### config.mk
export PLATFORM = sky130hd
export DESIGN_NAME = bus_own_tracker
export DESIGN_NICKNAME = d
export VERILOG_FILES = /design/src/rtl/bown_pkg.sv /design/src/rtl/bown_next.sv /design/src/rtl/bown_drv.sv /design/src/rtl/bown_arb_reg.sv /design/src/rtl/bus_own_tracker.sv
export SDC_FILE = /design/constraint.sdc
export NUM_CORES = 1
export LEC_CHECK = 0
export ABC_CLOCK_PERIOD_IN_PS = 1340
export BUFFER_PORTS_ARGS = -buffer_cell sky130_fd_sc_hd__buf_4
export CAP_MARGIN = 25
export CORE_AREA = 2 2 39 41
export DETAILED_ROUTE_END_ITERATION = 12
export DIE_AREA = 0 0 41 43
export GPL_ROUTABILITY_DRIVEN = 0
export PLACE_DENSITY = 0.55
export SLEW_MARGIN = 20
export SYNTH_ARGS = -nofsm -noshare
export SYNTH_HDL_FRONTEND = slang
export SYNTH_SLANG_ARGS = --single-unit
### constraint.sdc
create_clock -name clk -period 1.34 [get_ports clk]
set_input_delay 0.201 -clock clk [delete_from_list [all_inputs] [get_ports clk]]
set_output_delay 0.201 -clock clk [all_outputs]
set_load 0.05 [all_outputs]
### src/rtl/bown_pkg.sv
package bown_pkg;

  typedef enum logic [2:0] {
    ST_IDLE  = 3'd0,
    ST_PARK  = 3'd1,
    ST_OWN   = 3'd2,
    ST_SNOOP = 3'd3,
    ST_VIOL  = 3'd4
  } own_st_t;

  typedef enum logic [1:0] {
    END_OK    = 2'd0,
    END_BERR  = 2'd1,
    END_RETRY = 2'd2,
    END_RSVD  = 2'd3
  } end_kind_t;

  // One cycle's worth of sampled bus observations
  typedef struct packed {
    logic grant;
    logic ireq;
    logic ts;
    logic bb_in;
    logic ended;
    logic berr;
  } bus_obs_t;

endpackage

### src/rtl/bown_next.sv
module bown_next
  import bown_pkg::*;
(
  input  own_st_t  cur_st,
  input  bus_obs_t obs,
  output own_st_t  nxt_st
);

  logic take_bus;
  logic may_park;
  logic see_snoop;

  always_comb begin
    take_bus  = obs.grant && obs.ireq && !obs.bb_in;
    may_park  = obs.grant && !obs.ts && !obs.bb_in;
    see_snoop = !obs.grant && obs.ts;
  end

  always_comb begin
    nxt_st = cur_st;
    unique case (cur_st)
      ST_IDLE: begin
        if (take_bus)       nxt_st = ST_OWN;
        else if (may_park)  nxt_st = ST_PARK;
        else if (see_snoop) nxt_st = ST_SNOOP;
      end
      ST_PARK: begin
        if (take_bus)        nxt_st = ST_OWN;
        else if (see_snoop)  nxt_st = ST_SNOOP;
        else if (!obs.grant) nxt_st = ST_IDLE;
      end
      ST_OWN: begin
        if (obs.bb_in)                   nxt_st = ST_VIOL;
        else if (obs.ended && !obs.grant) nxt_st = ST_IDLE;
        else if (obs.ended && obs.berr)   nxt_st = ST_OWN;
        else if (obs.ended && !obs.ireq)  nxt_st = ST_PARK;
      end
      ST_SNOOP: begin
        if (obs.ended) nxt_st = obs.grant ? ST_PARK : ST_IDLE;
      end
      ST_VIOL: nxt_st = ST_VIOL;
      default: nxt_st = ST_IDLE;
    endcase
  end

endmodule

### src/rtl/bown_drv.sv
module bown_drv
  import bown_pkg::*;
(
  input  logic    clk,
  input  logic    rst,
  input  own_st_t nxt_st,
  output own_st_t st_q,
  output logic    bb_out_q,
  output logic    bb_oe_q,
  output logic    viol_q
);

  // Outputs are decoded from the next state so that they are
  // registered and aligned with the state register.
  always_ff @(posedge clk) begin
    if (rst) begin
      st_q     <= ST_IDLE;
      bb_out_q <= 1'b0;
      bb_oe_q  <= 1'b0;
      viol_q   <= 1'b0;
    end else begin
      st_q     <= nxt_st;
      bb_out_q <= (nxt_st == ST_OWN);
      bb_oe_q  <= (nxt_st == ST_OWN);
      viol_q   <= (nxt_st == ST_VIOL);
    end
  end

endmodule

### src/rtl/bown_arb_reg.sv
module bown_arb_reg #(
  parameter int REQ_STAGES = 2
) (
  input  logic clk,
  input  logic rst,
  input  logic ireq,
  input  logic bb_in,
  input  logic bb_out,
  input  logic bb_oe,
  output logic br,
  output logic bb_sys
);

  localparam int LAST = REQ_STAGES - 1;

  logic [LAST:0] req_pipe;

  generate
    if (REQ_STAGES == 1) begin : g_single
      always_ff @(posedge clk) begin
        if (rst) req_pipe <= '0;
        else     req_pipe <= ireq;
      end
    end else begin : g_chain
      always_ff @(posedge clk) begin
        if (rst) req_pipe <= '0;
        else     req_pipe <= {req_pipe[LAST-1:0], ireq};
      end
    end
  endgenerate

  assign br     = req_pipe[LAST];
  assign bb_sys = bb_in | (bb_oe & bb_out);

endmodule

### src/rtl/bus_own_tracker.sv
module bus_own_tracker
  import bown_pkg::*;
#(
  parameter int REQ_STAGES = 2
) (
  input  logic       clk,
  input  logic       rst,
  input  logic       grant_i,
  input  logic       ireq_i,
  input  logic       ts_in_i,
  input  logic       bb_in_i,
  input  logic       end_cyc_i,
  input  logic [1:0] end_kind_i,
  output logic       bb_out_o,
  output logic       bb_oe_o,
  output logic       bb_sys_o,
  output logic       br_o,
  output logic [2:0] state_o,
  output logic       viol_o
);

  bus_obs_t obs;
  own_st_t  nxt_st;
  own_st_t  st_q;

  always_comb begin
    obs.grant = grant_i;
    obs.ireq  = ireq_i;
    obs.ts    = ts_in_i;
    obs.bb_in = bb_in_i;
    obs.ended = end_cyc_i;
    obs.berr  = (end_kind_t'(end_kind_i) == END_BERR);
  end

  bown_next u_next (
    .cur_st (st_q),
    .obs    (obs),
    .nxt_st (nxt_st)
  );

  bown_drv u_drv (
    .clk      (clk),
    .rst      (rst),
    .nxt_st   (nxt_st),
    .st_q     (st_q),
    .bb_out_q (bb_out_o),
    .bb_oe_q  (bb_oe_o),
    .viol_q   (viol_o)
  );

  bown_arb_reg #(.REQ_STAGES(REQ_STAGES)) u_arb (
    .clk    (clk),
    .rst    (rst),
    .ireq   (ireq_i),
    .bb_in  (bb_in_i),
    .bb_out (bb_out_o),
    .bb_oe  (bb_oe_o),
    .br     (br_o),
    .bb_sys (bb_sys_o)
  );

  assign state_o = st_q;


  reset_idle_chk: assert property (@(posedge clk)
    rst |=> (state_o == 3'd0 && !bb_oe_o && !viol_o));


  drive_needs_req_chk: assert property (@(posedge clk) disable iff (rst)
    $rose(bb_oe_o) |-> $past(grant_i && ireq_i));


  release_idle_chk: assert property (@(posedge clk) disable iff (rst)
    (state_o == 3'd2 && end_cyc_i && !grant_i && !bb_in_i) |=> (state_o == 3'd0));


  berr_hold_chk: assert property (@(posedge clk) disable iff (rst)
    (state_o == 3'd2 && end_cyc_i && grant_i && !bb_in_i && end_kind_i == 2'd1)
      |=> (state_o == 3'd2 && bb_oe_o));


  viol_entry_chk: assert property (@(posedge clk) disable iff (rst)
    (state_o == 3'd2 && bb_in_i) |=> (viol_o && !bb_oe_o));


  viol_sticky_chk: assert property (@(posedge clk) disable iff (rst)
    viol_o |=> (viol_o && state_o == 3'd4));

endmodule

* After elaboration in Yosys (flattened, before gate mapping)
Cells that the tools add are included.
** Operators by class
- Bitwise gates (word level) :: 1
- Equality and inequality tests :: 7
- Multiplexer cells :: 13
- Reduce and logical (&&, ||, !) cells :: 13
** Operators with widths (number)
- $mux W3 :: 11
- $pmux W3 S5 :: 1
- $eq A3 B2 Y1 const B :: 3
- $logic_and A1 B1 Y1 :: 8
- $eq A3 B3 Y1 const B :: 2
- $logic_not A1 Y1 :: 4
- $eq A3 B1 Y1 const B :: 1
- $logic_not A3 Y1 :: 1
- $eq A2 B1 Y1 const B :: 1
- $mux W1 :: 1
- $or A1 B1 Y1 :: 1
** Word-level totals
- Register bits :: 7
- Output and inout bits :: 8
- Word-level logic and storage cells :: 38
- Input port bits :: 9

* Depth between registers and ports, before layout
Gate-level depths: netlist of the first run.
- Depth after elaboration :: 8
- Gate-level depth with buffers :: 4
- Gate-level depth less buffers :: 4

* Modules after synthesis
Synthesis of the first run repeated with hierarchy kept, for this count alone.
** Second synthesis, totals
- Cell total of the unflattened synthesis :: 34
- Area, all modules :: 347.8 um2
** Modules (own cells, without submodules)
- bown_drv :: area each 158.9 um2, times used 1, seq. area each 100.1 um2, cells an instance 11
- bown_next :: area each 115.1 um2, times used 1, seq. area each 0.0 um2, cells an instance 17
- bown_arb_reg :: area each 60.1 um2, times used 1, seq. area each 40.0 um2, cells an instance 5
- bus_own_tracker :: area each 13.8 um2, times used 1, seq. area each 0.0 um2, cells an instance 1

* Worst setup path after synthesis of the first run
Ideal clock, no wire load.
- Path kind :: register -> register
- Start point :: register u_drv.st_q[1]
- End point :: register u_drv.bb_out_q
- Cell stages (with the launch flop) :: 5
- Clock period less this slack :: 1.605 ns
- Library setup time :: 0.087 ns
- Path buffers :: 0
- Slack :: -0.265 ns
- Data arrival time :: 1.517 ns
- Data required time :: 1.253 ns
- Cells stage by stage :: dfxtp_1 -> or4b_1 -> a21oi_1 -> nor3_1 -> nor4b_2
** On the way
- Cells in the longest elaborated chain, start to end :: 6
- Elaborated cells between the ends (all ways) :: 18
- Classes of those cells :: eq/ne (5); mux (12); reduce/logical (1)
** Ends and longest elaborated chain
- start: declaration :: RTL line bown_drv.sv:7 : output own_st_t st_q,
- start signal: assignment :: RTL line bown_drv.sv:22 : st_q <= nxt_st;
- $mux W3 :: RTL line bown_next.sv:36 : else if (obs.ended && !obs.ireq) nxt_st = ST_PARK;
- $mux W3 :: RTL line bown_next.sv:35 : else if (obs.ended && obs.berr) nxt_st = ST_OWN;
- $mux W3 :: RTL line bown_next.sv:34 : else if (obs.ended && !obs.grant) nxt_st = ST_IDLE;
- $mux W3 :: RTL line bown_next.sv:33 : if (obs.bb_in) nxt_st = ST_VIOL;
- $pmux W3 S5 * :: RTL line bown_next.sv:21 : unique case (cur_st)
- $eq A3 B2 Y1 * :: RTL line bown_drv.sv:23 : bb_out_q <= (nxt_st == ST_OWN);
- end signal: assignment :: RTL line bown_drv.sv:23
- end: declaration :: RTL line bown_drv.sv:8 : output logic bb_out_q,
Every way passes the cells marked *; elsewhere a longest branch is shown, timed or not.
A chain may end at the register's enable or synchronous reset.

* Worst setup path in the final report of the first run
- Start point :: register u_drv.st_q[0]
- End point :: register u_drv.bb_out_q
Same word-level chain as after synthesis.

==> results of run 1 <==
[layout make-up]
| cell class | instances | area [µm²] | share of cell area (%) |
|---|---|---|---|
| timing repair buffer | 17 | 128 | 23.2 |
| clock buffer | 4 | 26.3 | 4.78 |
| multi-input combinational | 30 | 219 | 39.9 |
| inverter | 2 | 7.51 | 1.37 |
| sequential | 7 | 149 | 27.1 |
| tap | 16 | 20.0 | 3.64 |
[per-stage QoR]
step | utilization [%] | instances
6_report | 39.7 | 76
5_1_grt | 39.7 | 76
2_1_floorplan | - | 40
3_3_place_gp | 36.9 | 72
3_5_place_dp | 36.9 | 72
4_1_cts | 38.8 | 76
[per-layer routing]
layer	up-vias	routed length, µm	GRT usage, %
met2	12	418	15.6
met5	-	0	0
met1	144	361	12.7
li1	180	-	-
met3	0	73	1.57
met4	0	0	6.00
[sequential cells by signal (all words and copies together) (netlist names)]
register,cells
u_drv.viol_q,1
u_arb.req_pipe,2
u_drv.st_q,3
u_drv.bb_out_q,1
[cell usage after synthesis, drive strengths merged]
cell / instances / area (µm²)
nor2b: 4 / 25.0
nand3b: 1 / 7.51
dfxtp: 7 / 140
buf: 1 / 7.51
a21boi: 1 / 7.51
nor3: 1 / 5.00
nor4b: 2 / 23.8
inv: 2 / 7.51
o21bai: 1 / 7.51
nor2: 4 / 15.0
o32ai: 1 / 8.76
o2bb2ai: 1 / 8.76
a21oi: 1 / 5.00
nand2b: 5 / 33.8
a21o: 1 / 7.51
or4b: 1 / 10.0
a31oi: 1 / 6.26
nor3b: 1 / 7.51
or2: 3 / 18.8
a41oi: 1 / 8.76
[power groups by stage]
stage / Sequential (mW) / Combinational, mW / Clock [mW]
after CTS: 0.234 / 0.184 / 0.200
after floorplan: 0.281 / 0.0761 / 0
final: 0.234 / 0.188 / 0.187
after global routing: 0.235 / 0.201 / 0.209
after global placement: 0.238 / 0.185 / 0
after detailed placement: 0.238 / 0.184 / 0
[timing repair]
action                                  in CTS  in global routing
gates resized for setup                      0                  3
endpoints found under the setup margin       0                  2
buffers inserted                             0                  0
[final timing paths]
check,end,start,cells past startpoint
worst max-delay path,u_drv.bb_out_q,u_drv.st_q[0],4
worst min-delay path,u_drv.st_q[0],rst,2
worst max register to register,u_drv.bb_out_q,u_drv.st_q[0],4
worst min register to register,u_arb.req_pipe[1],u_arb.req_pipe[0],1
[cells by family (layout without fill, tap and decap cells)]
logic type	after synthesis	after routing
buffers and inverters	3	23
AND/OR/NAND/NOR	22	22
AO/OA/AOI/OAI	8	8
flip-flops	7	7
==> results.sh, run 1 <==
export IMPL_grt_setup_unrepaired="true"
export IMPL_cp_end_kind="flop"
export IMPL_ios=17
export IMPL_cp_slowest_stage_delay_ps=500
export IMPL_path_cells="or4b_4 > a21oi_2 > nor3_2 > nor4b_2"
export IMPL_seqPwrFrac_pct=38.4
export IMPL_cts_tree="yes"
export IMPL_slew_headroom_pct=74.6
export IMPL_power_switching_uw=195
export IMPL_viasPerCell=4.42
export IMPL_outcome="finished clean"
export IMPL_grt_overflow=0
export IMPL_drive_gt1_share_pct=50.0
export IMPL_slowest_stage="or4b_4"
export IMPL_sw_frac_of_total_pct=32.1
export IMPL_ant_nets=0
export IMPL_vias=336
export IMPL_ys_seq_area_share_pct=38.8
export IMPL_max_cap_viol_count=0
export IMPL_fin_setup_tns_ps=0
export IMPL_cts_sinks=7
export IMPL_hold_violations=0
export IMPL_std_cell_rows=14
export IMPL_clock_path_buffers=2
export IMPL_clockRootBuffer="clkbuf_4"
export IMPL_clkTransAtPathRegs_ps=50
export IMPL_antenna_cells=0
export IMPL_grt_pass1_wl_mm=1.24
export IMPL_initialDrtViolationCount=4
export IMPL_synth_mux_area_share_pct=0
export IMPL_final_cell_mix="buf_4, nand2b_1, nor2b_1, nor2_1, dfxtp_1"
export IMPL_vdd_ir_drop_max_mv=0.423
export IMPL_synth_simple_gate_area_share_pct=40.5
export IMPL_layout_worst_path_cycle_share_pct=97.5
export IMPL_grt_max_degree=8
export IMPL_die_width_um=41
export IMPL_synthXorXnorAreaFrac_pct=0
export IMPL_setup_violations=0
export IMPL_routed_wl_um=854
export IMPL_pwr_share_clk_pct=30.8
export IMPL_hold_class="in2reg"
export IMPL_fmax_mhz=766
export IMPL_syn_avg_cell_area_um2=9.04
export IMPL_fin_area_um2=549
export IMPL_layout_commonest_cell="buf_4"
export IMPL_worst_pin_slew_ps=379
export IMPL_grt_usage_pct=10.2
export IMPL_fin_total_pwr_uw=609
export IMPL_cts_max_level=1
export IMPL_routed_wire_length_per_instance_um=11.2
export IMPL_power_frac_comb_pct=30.8
export IMPL_power_leakage_nw=0.233
export IMPL_fillers=158
export IMPL_whs_ps=159
export IMPL_numPortBuffers=16
export IMPL_start_util_pct=26.1
export IMPL_r2r_slack_ps=30
export IMPL_power_internal_uw=413
export IMPL_path_delay_family="simple AND/OR/NAND/NOR gates"
export IMPL_core_area_um2=1380
export IMPL_yosys_warnings=0
export IMPL_area_growth_pct=51.9
export IMPL_min_period_ps=1310
export IMPL_synth_cell_type_count=23
export IMPL_cts_inserted_buffers=3
export IMPL_setup_ws_ps=34.0
export IMPL_powerDensity_nw_per_um2=1110
export IMPL_drt_first_pass_iters=2
export IMPL_final_max_slew_violation_count=0
export IMPL_required_ps=1500
export IMPL_drc=0
export IMPL_synth_compound_area_share_pct=16.6
export IMPL_critPathArrivalTime_ps=1470
export IMPL_place_hpwl_um=662
export IMPL_synth_top_family_by_area="simple AND/OR/NAND/NOR gates"
export IMPL_dieArea_um2=1760
export IMPL_path_buf_inv=0
export IMPL_die_h_um=43
export IMPL_synth_area_um2=362
export IMPL_netlist_instances=40
export IMPL_skew_ps=1.05
export IMPL_num_nets_final=70
export IMPL_path_max_fanout=2
export IMPL_crit_path_start_kind="flop"
export IMPL_antenna_found_initial=0
export IMPL_post_dp_cell_area_um2=510
export IMPL_hold_buffers=0
export IMPL_path_class="reg2reg"
export IMPL_dp_worst_setup_slack_ps=12.7
export IMPL_synth_fa_ha_area_share_pct=0
export IMPL_synth_seq_cells=7
export IMPL_synth_nets=49
export IMPL_first_global_vias=309
export IMPL_clock_latency_ps=250
(Power assumes the default switching activity.)
==> run 2, diff against run 1 <==
Settings changed: ABC_AREA set to 1, BUFFER_PORTS_ARGS -buffer_cell sky130_fd_sc_hd__buf_4 to -buffer_cell sky130_fd_sc_hd__buf_2, CORE_AREA 2 2 39 41 to unset, CORE_UTILIZATION set to 28, DIE_AREA 0 0 41 43 to unset.
==> run 2 against run 1 <==
Compared with the run above:
- routed wire length is 14% higher
- clock-buffer cell count stayed put
- hold slack better by 38 ps
- clock power hardly changed
- via count is 42% higher
- die area is 3.7% lower
- power is 6.5% higher
- critical endpoint is now bb_sys_o
==> results.sh, run 2 <==
export IMPL_outcome="finished clean"
export IMPL_postCtsSetupBuffers=0
export IMPL_syn_avg_cell_area_um2=6.24
export IMPL_cp_slowest_stage_delay_ps=310
export IMPL_first_global_vias=383
export IMPL_grt_max_degree=8
export IMPL_regMostFlops="u_drv.st_q"
export IMPL_cts_max_level=1
export IMPL_crit_path_start_kind="flop"
export IMPL_fin_area_um2=551
export IMPL_dieArea_um2=1700
export IMPL_drive_gt1_share_pct=37.5
export IMPL_core_area_um2=1370
export IMPL_synth_nets=78
export IMPL_setup_violations=0
export IMPL_final_cell_mix="nand2_1, buf_2, nor2_1"
export IMPL_synth_cell_type_count=17
export IMPL_powerDensity_nw_per_um2=1180
export IMPL_path_max_fanout=3
export IMPL_clock_latency_ps=250
export IMPL_cts_resized=0
export IMPL_async_reset_ff_share_pct=0
export IMPL_grt_overflow=0
export IMPL_hold_violations=0
export IMPL_layout_commonest_cell="nand2_1"
export IMPL_die_width_um=41.2
export IMPL_cp_end_kind="primary output"
export IMPL_cts_tree="yes"
export IMPL_slowest_stage="dfxtp_1"
export IMPL_skew_ps=3.83
export IMPL_vias=476
export IMPL_path_cells="or2_2 > buf_2"
export IMPL_ys_seq_area_share_pct=32.6
export IMPL_whs_ps=197
export IMPL_std_cell_rows=13
export IMPL_max_cap_viol_count=0
export IMPL_routed_wl_um=972
export IMPL_initialDrtViolationCount=12
export IMPL_worst_pin_slew_ps=249
export IMPL_die_h_um=41.2
export IMPL_antenna_found_initial=0
export IMPL_grt_pass1_wl_mm=1.54
export IMPL_post_synth_top_area_cell="dfxtp_1"
export IMPL_reg_top3="u_drv.st_q: 3 flops, u_arb.req_pipe: 2 flops"
export IMPL_start_util_pct=31.5
export IMPL_hold_class="in2reg"
export IMPL_yosys_warnings=0
export IMPL_ys_flop_type="dfxtp_1"
export IMPL_synth_seq_cells=7
export IMPL_grt_setup_unrepaired="false"
export IMPL_clkTransAtPathRegs_ps=50
export IMPL_largest_reg_flops=3
export IMPL_hold_buffers=0
export IMPL_layout_worst_path_cycle_share_pct=91.5
export IMPL_critPathArrivalTime_ps=1030
export IMPL_ant_nets=0
export IMPL_numPortBuffers=16
export IMPL_fmax_mhz=815
export IMPL_min_period_ps=1230
export IMPL_synth_top_cell_area_share_pct=32.6
export IMPL_dp_cells=99
export IMPL_netlist_instances=69
export IMPL_synth_area_um2=430
export IMPL_area_growth_pct=27.9
export IMPL_final_cells=103
export IMPL_fin_total_pwr_uw=648
export IMPL_final_max_slew_violation_count=0
export IMPL_synthTopCellsByCount="nand2_1, nor2_1, dfxtp_1"
export IMPL_synth_edf_count=0
export IMPL_cts_sinks=7
export IMPL_clockRootBuffer="clkbuf_4"
export IMPL_ios=17
export IMPL_viasPerCell=4.62
export IMPL_antenna_cells=0
export IMPL_grt_usage_pct=14.4
export IMPL_clock_path_buffers=2
export IMPL_num_nets_final=98
export IMPL_drc=0
export IMPL_routed_wire_length_per_instance_um=9.44
export IMPL_post_dp_cell_area_um2=524
export IMPL_vdd_ir_drop_max_mv=0.763
export IMPL_slew_headroom_pct=83.5
export IMPL_path_class="reg2out"
export IMPL_drt_first_pass_iters=4
export IMPL_synth_most_common_cell="nand2_1"
export IMPL_place_hpwl_um=784
export IMPL_fin_setup_tns_ps=0
export IMPL_netlist_top_cells_area="dfxtp_1, nand2_1, nor2_1"
export IMPL_cts_inserted_buffers=3
export IMPL_required_ps=1140
export IMPL_power_leakage_nw=0.303
export IMPL_fillers=166
-- run 2: worst max-delay path, delay by kind of cell (launching register included) --
family	cells	cell delay [ps]
DFF	1	310
buffers and inverters	1	210
and+or+nand+nor	1	260
-- run 2: metrics by stage --
stage / setup slack [ps] / utilization [%]
after floorplan: 3.89 / -
after global placement: 240 / 38.4
after detailed placement: 259 / 38.4
after CTS: 91.4 / 40.3
after global routing: 51.4 / 40.3
final: 113 / 40.3
-- run 2: where the power goes --
part,switching (mW),internal (mW)
Combinational,0.156,0.0650
Clock,0.0737,0.113
Sequential,0.0147,0.226
-- run 2: path summary, 6_finish.rpt --
kind / startpoint / endpoint / slack [ps] / cells past startpoint
min: rst / u_drv.st_q[0] / 200 / 2
max reg2reg: u_drv.st_q[2] / u_drv.bb_out_q / 250 / 8
min reg2reg: u_arb.req_pipe[0] / u_arb.req_pipe[1] / 400 / 2
max: u_drv.bb_out_q / bb_sys_o / 110 / 2
-- run 2: logic make-up (layout without fill, tap and decap cells) --
logic type / Yosys count / after routing / synth area share (%)
AO/OA/AOI/OAI: 7 / 7 / 9.88
flip-flops: 7 / 7 / 32.6
buffers and inverters: 10 / 29 / 9.59
AND/OR/NAND/NOR: 45 / 45 / 48.0
-- run 2: cell type report --
| class | instances | area, µm² | area share (%) |
|---|---|---|---|
| Clock buffer | 4 | 26.3 | 4.77 |
| Tap cell | 15 | 18.8 | 3.41 |
| Inverter | 9 | 33.8 | 6.14 |
| Timing Repair Buffer | 16 | 80.1 | 14.5 |
| Multi-Input combinational cell | 52 | 249 | 45.2 |
| Sequential cell | 7 | 143 | 25.9 |
-- run 2: metal layers --
layer,global-route usage (%),vias up,routed length (µm)
li1,-,253,-
met1,18.8,209,475
met2,20.7,14,419
met3,9.78,0,77
met4,0,0,0
met5,0,-,0
